### config.mk
export PLATFORM = sky130hd
export DESIGN_NAME = blk_parity_codec
export DESIGN_NICKNAME = d
export VERILOG_FILES = /design/src/rtl/blkpar_pkg.sv /design/src/rtl/blkpar_row_calc.sv /design/src/rtl/blkpar_col_acc.sv /design/src/rtl/blk_parity_codec.sv
export SDC_FILE = /design/constraint.sdc
export NUM_CORES = 1
export LEC_CHECK = 0
export BUFFER_PORTS_ARGS = -buffer_cell sky130_fd_sc_hd__buf_4
export CORE_ASPECT_RATIO = 1.1
export CORE_UTILIZATION = 35
export DETAILED_ROUTE_END_ITERATION = 10
export PLACE_DENSITY_LB_ADDON = 0.2
export RECOVER_POWER = 25
export SKIP_LAST_GASP = 1
export SYNTH_ARGS = -nofsm -noshare
export SYNTH_HDL_FRONTEND = slang
export SYNTH_SLANG_ARGS = --single-unit
### constraint.sdc
create_clock -name clk -period 4.65 [get_ports clk]
set_input_delay 0.465 -clock clk [delete_from_list [all_inputs] [get_ports clk]]
set_output_delay 0.465 -clock clk [all_outputs]
set_load 0.005 [all_outputs]
### src/rtl/blkpar_pkg.sv
package blkpar_pkg;
    typedef enum logic [1:0] {
        ST_IDLE  = 2'd0,
        ST_BODY  = 2'd1,
        ST_FLUSH = 2'd2
    } blkpar_state_e;
endpackage

### src/rtl/blkpar_row_calc.sv
module blkpar_row_calc #(
    parameter int W = 5
) (
    input  logic [W-1:0] bits,
    input  logic         extra,
    input  logic         odd,
    output logic         result
);
    // Sum of bits and extra, compared against the target parity sense.
    assign result = (^bits) ^ extra ^ odd;
endmodule

### src/rtl/blkpar_col_acc.sv
module blkpar_col_acc #(
    parameter int W = 5
) (
    input  logic         clk,
    input  logic         rst_n,
    input  logic         en,
    input  logic         restart,
    input  logic [W-1:0] d,
    output logic [W-1:0] acc_q,
    output logic [W-1:0] acc_nxt
);
    for (genvar i = 0; i < W; i++) begin : g_col
        assign acc_nxt[i] = (restart ? 1'b0 : acc_q[i]) ^ d[i];

        always_ff @(posedge clk or negedge rst_n) begin
            if (!rst_n)  acc_q[i] <= 1'b0;
            else if (en) acc_q[i] <= acc_nxt[i];
        end
    end
endmodule

### src/rtl/blk_parity_codec.sv
module blk_parity_codec
    import blkpar_pkg::*;
#(
    parameter int W       = 5,
    parameter int ROWS    = 4,
    parameter bit ROW_PAR = 1'b1
) (
    input  logic            clk,
    input  logic            rst_n,
    input  logic            gen_mode,
    input  logic            odd_sel,
    input  logic            in_valid,
    input  logic            in_last,
    input  logic [W-1:0]    in_data,
    input  logic            in_rowpar,
    output logic            out_valid,
    output logic            out_last,
    output logic [W-1:0]    out_data,
    output logic            out_rowpar,
    output logic            done,
    output logic [W-1:0]    col_err,
    output logic [ROWS-1:0] row_err,
    output logic            err
);
    localparam int IDXW = $clog2(ROWS + 1);

    blkpar_state_e   state_q, state_d;
    logic            gen_q, odd_q;
    logic [IDXW-1:0] idx_q, idx_cur;
    logic [ROWS-1:0] racc_q, racc_nxt;
    logic [W-1:0]    acc_q, acc_nxt, tail_row;
    logic            beat, first, gen_eff, odd_eff;
    logic            row_mism, row_gen, tail_rp;

    assign beat     = in_valid && (state_q != ST_FLUSH);
    assign first    = beat && (state_q == ST_IDLE);
    assign gen_eff  = first ? gen_mode : gen_q;
    assign odd_eff  = first ? odd_sel  : odd_q;
    assign idx_cur  = first ? '0 : idx_q;
    assign tail_row = acc_q ^ {W{odd_q}};

    blkpar_col_acc #(.W(W)) u_col_acc (
        .clk(clk), .rst_n(rst_n), .en(beat), .restart(first),
        .d(in_data), .acc_q(acc_q), .acc_nxt(acc_nxt)
    );

    blkpar_row_calc #(.W(W)) u_row_chk (
        .bits(in_data), .extra(in_rowpar), .odd(odd_eff), .result(row_mism)
    );
    blkpar_row_calc #(.W(W)) u_row_gen (
        .bits(in_data), .extra(1'b0), .odd(odd_eff), .result(row_gen)
    );
    blkpar_row_calc #(.W(W)) u_row_tail (
        .bits(tail_row), .extra(1'b0), .odd(odd_q), .result(tail_rp)
    );

    if (ROW_PAR) begin : g_rowpar
        always_comb begin
            for (int r = 0; r < ROWS; r++) begin
                racc_nxt[r] = (first ? 1'b0 : racc_q[r])
                            | (!in_last && row_mism && (idx_cur == IDXW'(r)));
            end
        end
    end else begin : g_norowpar
        assign racc_nxt = '0;
    end

    // Next-state logic
    always_comb begin
        state_d = state_q;
        unique case (state_q)
            ST_IDLE, ST_BODY: begin
                if (beat) begin
                    if (in_last) state_d = gen_eff ? ST_FLUSH : ST_IDLE;
                    else         state_d = ST_BODY;
                end
            end
            ST_FLUSH: state_d = ST_IDLE;
            default:  state_d = ST_IDLE;
        endcase
    end

    // State and block context registers
    always_ff @(posedge clk or negedge rst_n) begin
        if (!rst_n) begin
            state_q <= ST_IDLE;
            gen_q   <= 1'b0;
            odd_q   <= 1'b0;
            idx_q   <= '0;
            racc_q  <= '0;
        end else begin
            state_q <= state_d;
            if (beat) begin
                gen_q  <= gen_eff;
                odd_q  <= odd_eff;
                racc_q <= racc_nxt;
                idx_q  <= (idx_cur == IDXW'(ROWS)) ? idx_cur : idx_cur + 1'b1;
            end
        end
    end

    // Output registers
    always_ff @(posedge clk or negedge rst_n) begin
        if (!rst_n) begin
            out_valid  <= 1'b0;
            out_last   <= 1'b0;
            out_data   <= '0;
            out_rowpar <= 1'b0;
            done       <= 1'b0;
            col_err    <= '0;
            row_err    <= '0;
            err        <= 1'b0;
        end else begin
            out_valid <= 1'b0;
            out_last  <= 1'b0;
            done      <= 1'b0;
            col_err   <= '0;
            row_err   <= '0;
            err       <= 1'b0;
            if (state_q == ST_FLUSH) begin
                out_valid  <= 1'b1;
                out_last   <= 1'b1;
                out_data   <= tail_row;
                out_rowpar <= ROW_PAR ? tail_rp : 1'b0;
                done       <= 1'b1;
            end else if (beat && gen_eff) begin
                out_valid  <= 1'b1;
                out_data   <= in_data;
                out_rowpar <= ROW_PAR ? row_gen : 1'b0;
            end else if (beat && in_last) begin
                done    <= 1'b1;
                col_err <= acc_nxt ^ {W{odd_eff}};
                row_err <= racc_nxt;
                err     <= (|(acc_nxt ^ {W{odd_eff}})) | (|racc_nxt);
            end
        end
    end

    // the error flag only appears together with the done strobe
    a_r7_err_with_done: assert property (@(posedge clk) disable iff (!rst_n)
        err |-> done);
    // mismatch vectors stay quiet outside the done strobe
    a_r7_quiet_vectors: assert property (@(posedge clk) disable iff (!rst_n)
        !done |-> (col_err == '0 && row_err == '0));
    // the flush state puts out the tagged parity row
    a_r3_flush_row: assert property (@(posedge clk) disable iff (!rst_n)
        (state_q == ST_FLUSH) |=> (out_valid && out_last && done));
    // a generate beat is forwarded unchanged on the next cycle
    a_r2_forward: assert property (@(posedge clk) disable iff (!rst_n)
        (beat && gen_eff) |=> (out_valid && !out_last && out_data == $past(in_data)));
    // a check beat produces no output row
    a_r11_check_silent: assert property (@(posedge clk) disable iff (!rst_n)
        (beat && !gen_eff) |=> !out_valid);
endmodule

Word-level counts from Yosys, hierarchy flattened
Index checks and enable logic that the tools add are counted.
Widths: inputs -> output; s select.
{"block": "totals", "reg_bits": 35, "latch_bits": 0, "mem_bits_rw": 0, "mem_bits_ro": 0, "inputBits": 12, "out_inout_bits": 19, "wordCells": 97, "memories": 0}
{"block": "classes", "n_addsub": 1, "n_mul": 0, "div_mod_pow": 0, "n_lt_le_gt_ge": 0, "n_eq_ne": 8, "n_shift": 0, "muxes": 36, "bitwise": 16, "n_reduce_logical": 18}
{"cell": "$mux 5", "count": 5}
{"cell": "$mux 1", "count": 22}
{"cell": "$mux 4", "count": 3}
{"cell": "$reduce_xor 5->1", "count": 2}
{"cell": "$xor 5x5->5", "count": 2}
{"cell": "$logic_and 1x1->1", "count": 9}
{"cell": "$xor 1x1->1", "count": 9}
{"cell": "$mux 2", "count": 4}
{"cell": "$eq 3x2->1 const B", "count": 2}
{"cell": "$mux 3", "count": 2}
{"cell": "$or 1x1->1", "count": 5}
{"cell": "$reduce_or 5->1", "count": 1}
{"cell": "$ne 2x2->1 const B", "count": 2}
{"cell": "$reduce_or 4->1", "count": 1}
{"cell": "$add 3x1->3 const B", "count": 1}
{"cell": "$eq 3x1->1 const B", "count": 1}
{"cell": "$eq 3x3->1 const B", "count": 1}
{"cell": "$logic_not 3->1", "count": 1}
{"cell": "$eq 2x1->1 const B", "count": 1}
{"cell": "$eq 2x2->1 const B", "count": 1}
{"cell": "$logic_not 2->1", "count": 1}
{"cell": "$reduce_bool 2->1", "count": 1}
{"cell": "$reduce_or 2->1", "count": 1}
{"cell": "$logic_not 1->1", "count": 1}

Depth between registers and ports, before layout
Gate-level depths: netlist of run 1.
{"block": "logic_depth", "ltp_word": 13, "mapped_depth": 10}

By module
Synthesis of run 1 repeated with hierarchy kept, for this count alone.
{"block": "unflattened", "hier_cells": 183, "hier_area_um2": 1991.9}
{"module": "blk_parity_codec", "instances": 1, "cells_each": 134, "area_per_inst_um2": 1407.6, "seq_area_each_um2": 750.7}
{"module": "blkpar_col_acc", "instances": 1, "cells_each": 37, "area_per_inst_um2": 396.6, "seq_area_each_um2": 125.1}
{"module": "blkpar_row_calc", "instances": 3, "cells_each": 4, "area_per_inst_um2": 62.6, "seq_area_each_um2": 0.0}

Worst setup path after synthesis of run 1
Ideal clock, no wire load.
{"block": "synth_timing", "kind": "input-to-reg", "from": "input port in_valid", "to": "register err", "setup_time_ns": 0.141, "arrival_ns": 2.304, "required_ns": 4.509, "path_slack_ns": 2.205, "stages": 8, "n_path_buf": 2, "path_cell_list": "buf_4 > or3b_1 > buf_6 > mux2i_4 > or4_1 > or3_1 > o21ai_0 > a41oi_1"}
{"block": "synth_between", "elab_chain_len": 12, "word_cells_on_any_way": 42, "classes_between": "eq/ne: 3; mux: 15; bitwise: 12; reduce/logical: 12"}
{"item": "start: declaration", "line_no": "blk_parity_codec.sv:12", "text": "input logic in_valid,"}
{"item": "$logic_and 1x1->1 *", "line_no": "blk_parity_codec.sv:35", "text": "assign beat = in_valid && (state_q != ST_FLUSH);"}
{"item": "$logic_and 1x1->1", "line_no": "blk_parity_codec.sv:36", "text": "assign first = beat && (state_q == ST_IDLE);"}
{"item": "$mux 1", "line_no": "blk_parity_codec.sv:38", "text": "assign odd_eff = first ? odd_sel : odd_q;"}
{"item": "$xor 1x1->1", "line_no": "blkpar_row_calc.sv:10", "text": "assign result = (^bits) ^ extra ^ odd;"}
{"item": "$logic_and 1x1->1 (2 in series)", "line_no": "blk_parity_codec.sv:61", "text": "| (!in_last && row_mism && (idx_cur == IDXW'(r)));"}
{"item": "$or 1x1->1", "line_no": "blk_parity_codec.sv:61"}
{"item": "$reduce_or 4->1", "line_no": "blk_parity_codec.sv:134", "text": "err <= (|(acc_nxt ^ {W{odd_eff}})) | (|racc_nxt);"}
{"item": "$or 1x1->1", "line_no": "blk_parity_codec.sv:134"}
{"item": "$mux 1", "line_no": "blk_parity_codec.sv:130", "text": "end else if (beat && in_last) begin"}
{"item": "$mux 1 *", "line_no": "blk_parity_codec.sv:126", "text": "end else if (beat && gen_eff) begin"}
{"item": "$mux 1 *", "line_no": "blk_parity_codec.sv:120", "text": "if (state_q == ST_FLUSH) begin"}
{"item": "end signal: assignment", "line_no": "blk_parity_codec.sv:134"}
{"item": "end: declaration", "line_no": "blk_parity_codec.sv:23", "text": "output logic err"}
Every way passes the cells marked *; elsewhere a longest branch is shown, timed or not.
A chain may end at the register's enable or synchronous reset.

Worst setup path after layout of run 1
{"block": "layout_timing", "from": "register state_q[0]", "to": "register err"}
{"block": "layout_between", "elab_chain_len": 13, "word_cells_on_any_way": 45, "classes_between": "eq/ne: 5; mux: 15; bitwise: 12; reduce/logical: 13"}
{"item": "start: declaration", "line_no": "blk_parity_codec.sv:27", "text": "blkpar_state_e state_q, state_d;"}
{"item": "start signal: assignment", "line_no": "blk_parity_codec.sv:92", "text": "state_q <= state_d;"}
{"item": "$ne 2x2->1", "line_no": "blk_parity_codec.sv:35"}
{"item": "$logic_and 1x1->1", "line_no": "blk_parity_codec.sv:35"}
{"item": "$logic_and 1x1->1", "line_no": "blk_parity_codec.sv:36"}
{"item": "$mux 1", "line_no": "blk_parity_codec.sv:38"}
{"item": "$xor 1x1->1", "line_no": "blkpar_row_calc.sv:10"}
{"item": "$logic_and 1x1->1 (2 in series)", "line_no": "blk_parity_codec.sv:61"}
{"item": "$or 1x1->1", "line_no": "blk_parity_codec.sv:61"}
{"item": "$reduce_or 4->1", "line_no": "blk_parity_codec.sv:134"}
{"item": "$or 1x1->1", "line_no": "blk_parity_codec.sv:134"}
{"item": "$mux 1", "line_no": "blk_parity_codec.sv:130"}
{"item": "$mux 1", "line_no": "blk_parity_codec.sv:126"}
{"item": "$mux 1 *", "line_no": "blk_parity_codec.sv:120"}
Marked as above.

==> results of run 1 <==
==> state kept, by name, indices dropped and copies added, names as in the netlist, 2 cells and up <==
signal	flops
u_col_acc.acc_q	5
col_err	5
row_err	4
out_data	5
state_q	2
racc_q	4
idx_q	3
==> layer usage <==
| layer | global-route usage [%] | share of wire, % |
|---|---|---|
| met5 | 0 | 0 |
| met2 | 25.29 | 47 |
| met4 | 6.000 | 1.7 |
| met1 | 20.20 | 45 |
| met3 | 4.336 | 5.8 |
==> metrics by stage <==
stage / hold WS, ns / utilization, % / std cells
floorplan: 0.1694 / - / 168
detailed placement: 0.4463 / 42.68 / 247
global route: 0.4571 / 44.47 / 255
CTS: 0.1236 / 44.55 / 255
global placement: 0.4379 / 42.68 / 247
finish: 0.4604 / 44.47 / 255
==> kinds of logic (layout without fill, tap and decap cells) <==
family	Yosys count	in the layout	share of synthesized area, %
fa+ha+maj	2	2	1.408
flops	35	35	49.30
mux	8	8	5.352
compound gates	29	29	10.56
simple gates	62	62	18.10
xor+xnor	21	21	11.90
buf+inv	11	42	3.380
==> layout make-up <==
type	instances	area [um2]	share of cell area, %
inverter	4	15.01	0.7109
multi-input combinational	122	840.8	39.81
clock buffer	5	68.82	3.258
sequential	35	875.8	41.47
tap	56	70.07	3.318
clock inverter	3	20.02	0.9479
timing repair buffer	30	221.5	10.49
==> cells in the mapped netlist <==
master     number  area [um2]
clkbuf_1        4       15.01
xnor2_1        11       96.34
dfrtp_1        35       875.8
nor3_1          1       5.000
and2_1          3       18.77
o21ai_0         8       40.04
mux2i_1         5       50.05
and3_1          1       6.260
nor2_1         15       56.30
or3b_1          1       8.760
buf_6           2       22.52
nand4bb_1       1       11.26
mux2i_4         1       22.52
nor3_2          1       10.01
o31ai_2         2       25.02
or3_1           1       6.260
nor3b_1         1       7.510
mux2_2          2       22.52
nand2_1        20       75.07
a221o_1         1       10.01
ha_1            2       25.02
buf_4           1       7.510
a21oi_1        10       50.05
nor4bb_1        3       30.03
o31ai_1         2       15.01
xnor3_1         2       45.04
nand3_1         2       10.01
a211oi_1        4       30.03
a22o_1          1       8.760
nor2b_1         6       37.54
nand2b_1        4       25.02
nand4_1         1       6.260
a41oi_1         1       8.760
xor2_1          8       70.07
or4_1           1       7.510
inv_1           4       15.01
==> path summary, 6_finish.rpt <==
path / slack (ns) / endpoint
worst max-delay path: 1.90 / err$_DFF_PN0_
worst min-delay path: 0.46 / gen_q$_DFFE_PN0P_
worst max register to register: 1.90 / err$_DFF_PN0_
worst min register to register: 0.52 / gen_q$_DFFE_PN0P_
max in group asynchronous: 2.94 / gen_q$_DFFE_PN0P_
min in group asynchronous: 0.66 / col_err[4]$_DFF_PN0_
==> worst reg2reg max path, cell delays in order, from the launching register on <==
cell     delay (ns)
dfrtp_1        0.47
or3b_1         0.68
mux2i_4        0.38
or4_1          0.54
or3_1          0.32
o21ai_0        0.09
a41oi_1        0.15
==> power groups by stage <==
stage	clock network [mW]	registers [mW]	logic, mW
2_1_floorplan	0	0.420	0.231
3_3_place_gp	0	0.436	0.325
3_5_place_dp	0	0.436	0.330
4_1_cts	0.228	0.432	0.332
5_1_grt	0.245	0.442	0.368
6_report	0.220	0.432	0.327
==> results.py, run 1 <==
metrics = {
    "run_status": {
        "outcome": "finished with violations",
        "violations": "capacitance limit, slew limit",
    },
    "power": {
        "p_total_mw": 0.9789,
        "vdd_drop_max_uv": 195.3,
        "cellPowerDensity_nw_per_um2": 463.5,
        "switchingPower_mw": 0.3364,
        "pwr-share-comb_pct": 33.4,
        "pwr-share-seq_pct": 44.1,
        "power_switching_share_pct": 34.36,
        "power.leakage_nw": 0.9966,
        "intPower_mw": 0.6425,
        "clock_power_share_pct": 22.5,
    },
    "final_layout": {
        "area_growth_pct": 18.87,
        "nFillCells": 453,
        "drive_gt1_share_pct": 21.61,
        "diodes": 0,
        "layout_common_cells": "35 x dfrtp_1, 29 x buf_4, 20 x nand2_1, 15 x nor2_1, 11 x xnor2_1",
        "nets": 212,
        "stdcell_area_um2": 2112,
        "final_common_cell": "dfrtp_1",
    },
    "placed_design": {
        "place_congestion": 0.8158,
        "place_area_um2": 2027,
        "place_ws_ns": 1.833,
        "hpwl_mm": 2.736,
        "portBuffers": 30,
    },
    "cts": {
        "cts_tree": "done",
        "clock_path_buffers": 2,
        "cts_buffers": 5,
        "hold_buffers": 0,
        "clock_latency_ns": 0.29,
        "clkSinkCount": 35,
        "path_clk_slew_ns": 0.08,
        "post_cts_buffers": 0,
        "cts.repair.resized": 0,
        "htreeDepth": 2,
        "clockRootBuffer": "clkbuf_8",
    },
    "min_path": {
        "hold_depth": 2,
        "hold_start": "gen_mode",
        "holdCritPathClass": "primary input to flip-flop",
    },
    "yosys": {
        "yosys_warnings": 0,
        "ys_ff_latch": 35,
        "syn_area_per_cell_um2": 10.58,
        "netlist-cell-type-count": 36,
        "synth_seq_area_share_pct": 49.30,
        "synth_area_um2": 1777,
        "syn-num-nets": 182,
        "syn_inst": 168,
    },
    "grt": {
        "grt_pass1_wl_mm": 6.561,
        "antenna_found_initial": 0,
        "track_usage_pct": 15.77,
        "overflow": 0,
        "first_global_vias": 1323,
        "grt_max_degree": 36,
    },
    "critical_path": {
        "cp.depth": 6,
        "end_kind": "flip-flop",
        "cp_max_fo": 15,
        "critPathSlowestCell": "or3b_1",
        "crit_buf_inv": 0,
        "critical_path.cell_chain": "or3b_1 -> mux2i_4 -> or4_1 -> or3_1 -> o21ai_0 -> a41oi_1",
        "crit_start": "state_q[0]$_DFFE_PN0P_",
        "reg2reg_from": "state_q[0]$_DFFE_PN0P_",
        "reg2reg_depth": 6,
        "crit_family": "simple AND/OR/NAND/NOR gates",
        "critPathLaunchType": "flip-flop",
        "timing_worst_setup_path_type": "flip-flop to flip-flop",
        "arrival_ns": 2.90,
        "cpPeakStageDelay_ns": 0.68,
        "required_ns": 4.80,
    },
    "sta": {
        "fmax_mhz": 363.8,
        "period_minus_slack_ns": 2.749,
        "tightest_slew_ns": 1.817,
        "finClkSkew_ns": 0.006776,
        "hold_viol": 0,
        "setup_viol": 0,
        "fin_crit_sh_pct": 59.12,
        "slew_headroom_pct": -21.14,
        "fin_ws_ns": 1.901,
        "maxSlewViolCount": 36,
        "setup_tns_ns": 0,
        "rsz0062_at_grt": "false",
    },
    "routing": {
        "dr.pass1.iters": 4,
        "vias_per_cell": 5.184,
        "drc": 0,
        "drt_wl_total_mm": 3.784,
        "drt_iter0_markers": 81,
        "ant_nets": 0,
        "vias": 1322,
        "wire_per_inst_um": 14.84,
    },
    "floorplanning": {
        "ioPinCount": 31,
        "start_util_pct": 37.41,
        "die_w_um": 69.93,
        "die-area_um2": 5365,
        "core_um2": 4750,
        "rows": 26,
        "die_h_um": 76.73,
    },
    "job": {
        "drv_cap": 1,
    },
}
No activity file was read; power rests on OpenSTA's default activity.
==> run 2: changes to the inputs <==
==> constraint.sdc (replaced) <==
create_clock -name clk -period 2.6 [get_ports clk]
set_input_delay 0.26 -clock clk [delete_from_list [all_inputs] [get_ports clk]]
set_output_delay 0.26 -clock clk [all_outputs]
set_load 0.005 [all_outputs]
==> run 2 against run 1 <==
Net effect: clock skew grew 0.00091 ns; clock-buffer cell count grew 3; the flow now finishes without violations; core utilization grew 1.4 points; flip-flop and latch count is the same; worst setup slack lost 1.6 ns; register-to-register slack lost 1.6 ns; total power grew 83%; sequential power grew 77%; first-iteration DRC count shrank 38%.
==> results.py, run 2 (synthesized netlist as in run 1, its figures left out) <==
metrics = {
    "cts": {
        "hold_buffers": 1,
        "cts_tree": "done",
        "path_clk_slew_ns": 0.06,
        "clockRootBuffer": "clkbuf_8",
        "htreeDepth": 2,
        "clkSinkCount": 35,
        "cts_buffers": 5,
        "post_cts_buffers": 0,
        "clock_latency_ns": 0.29,
        "cts.repair.resized": 0,
        "clock_path_buffers": 2,
    },
    "power": {
        "clock_power_share_pct": 23.6,
        "power_switching_share_pct": 31.84,
        "p_total_mw": 1.791,
        "pwr-share-seq_pct": 42.7,
        "power.leakage_nw": 1.041,
        "vdd_drop_max_uv": 339.8,
        "pwr-share-comb_pct": 33.7,
        "intPower_mw": 1.221,
        "switchingPower_mw": 0.5702,
        "cellPowerDensity_nw_per_um2": 822.1,
    },
    "critical_path": {
        "required_ns": 2.74,
        "critPathSlowestCell": "nor4bb_1",
        "cp.depth": 8,
        "crit_start": "state_q[0]$_DFFE_PN0P_",
        "crit_family": "simple AND/OR/NAND/NOR gates",
        "critPathLaunchType": "flip-flop",
        "timing_worst_setup_path_type": "flip-flop to flip-flop",
        "arrival_ns": 2.41,
        "critical_path.cell_chain": "clkbuf_1 -> nor4bb_1 -> a211oi_1 -> buf_4 -> or4_1 -> or3_1 -> o21ai_0 -> a41oi_1",
        "reg2reg_from": "state_q[0]$_DFFE_PN0P_",
        "end_kind": "flip-flop",
        "r2r_end": "err$_DFF_PN0_",
        "r2r_slack_ns": 0.34,
        "reg2reg_depth": 8,
        "critPathCapture": "err$_DFF_PN0_",
        "cp_max_fo": 9,
        "crit_buf_inv": 2,
        "cpPeakStageDelay_ns": 0.40,
    },
    "routing": {
        "vias_per_cell": 5.084,
        "drt_iter0_markers": 50,
        "wire_per_inst_um": 13.92,
        "drt_wl_total_mm": 3.647,
        "drc": 0,
        "ant_nets": 0,
        "vias": 1332,
        "dr.pass1.iters": 4,
    },
    "grt": {
        "first_global_vias": 1309,
        "overflow": 0,
        "antenna_found_initial": 0,
        "grt_max_degree": 36,
        "track_usage_pct": 15.20,
        "grt_pass1_wl_mm": 6.327,
    },
    "placed_design": {
        "place_ws_ns": 0.3520,
        "portBuffers": 30,
        "hpwl_mm": 2.694,
        "place_congestion": 0.8062,
        "dp_cells": 253,
        "place_area_um2": 2072,
    },
    "floorplanning": {
        "die_w_um": 69.93,
        "core_um2": 4750,
        "die_h_um": 76.73,
        "ioPinCount": 31,
        "rows": 26,
        "start_util_pct": 37.41,
        "die-area_um2": 5365,
    },
    "final_layout": {
        "stdcell_area_um2": 2178,
        "diodes": 0,
        "nets": 219,
        "final-seq-area_um2": 875.8,
        "fin_util_pct": 45.86,
        "layout_common_cells": "35 x dfrtp_1, 35 x buf_4, 20 x nand2_1, 15 x nor2_1, 11 x xnor2_1",
        "drive_gt1_share_pct": 23.30,
        "fin_cells": 262,
        "nFillCells": 460,
        "multi_input_area_um2": 840.8,
        "area_growth_pct": 22.61,
        "reg.largest.list": "col_err: 5 flops, out_data: 5 flops, u_col_acc.acc_q: 5 flops",
    },
    "sta": {
        "setup_viol": 0,
        "slew_headroom_pct": 65.32,
        "fin_ws_ns": 0.3381,
        "hold_viol": 0,
        "finClkSkew_ns": 0.007688,
        "maxSlewViolCount": 0,
        "rsz0062_at_grt": "false",
        "period_minus_slack_ns": 2.262,
        "fin_hold_ws_ns": 0.2382,
        "setup_tns_ns": 0,
        "tightest_slew_ns": 0.5171,
        "fmax_mhz": 442.1,
        "fin_crit_sh_pct": 87.00,
    },
    "job": {
        "drv_cap": 0,
    },
    "run_status": {
        "outcome": "complete, no violations",
    },
    "min_path": {
        "holdCritPathClass": "primary input to flip-flop",
    },
}
## run 2: worst min path at each step
stage / cells after the start / start / to
2_1_floorplan: 0 / rst_n / col_err[0]$_DFF_PN0_
6_report: 2 / gen_mode / gen_q$_DFFE_PN0P_
4_1_cts: 2 / gen_mode / gen_q$_DFFE_PN0P_
5_1_grt: 2 / gen_mode / gen_q$_DFFE_PN0P_
3_5_place_dp: 1 / rst_n / col_err[1]$_DFF_PN0_
3_3_place_gp: 1 / rst_n / col_err[0]$_DFF_PN0_
## run 2: worst reg2reg max path, delay by kind of cell, from the launching register on
kind	cells	cell delay [ns]
compound gates	3	0.29
buf+inv	2	0.36
flops	1	0.37
simple gates	3	1.09
## run 2: cell type report
type                       count  area share [%]
clock buffer                   8           4.595
inverter                       4          0.6893
multi-input combinational    122           38.60
sequential                    35           40.21
tap                           56           3.217
timing repair buffer          37           12.69
## run 2: power by group through the flow
stage                     Sequential [mW]  Clock [mW]  Combinational (mW)
after global routing                0.782       0.460               0.678
after global placement              0.771           0               0.604
after floorplan                     0.752           0               0.414
after detailed placement            0.773           0               0.611
final                               0.765       0.423               0.603
after CTS                           0.765       0.434               0.616
## run 2: routing by layer
metal  track usage [%]  routed length [um]
met4             6.000                  63
met1             19.49                1630
met5                 0                   0
met2             24.33                1754
met3             4.074                 199
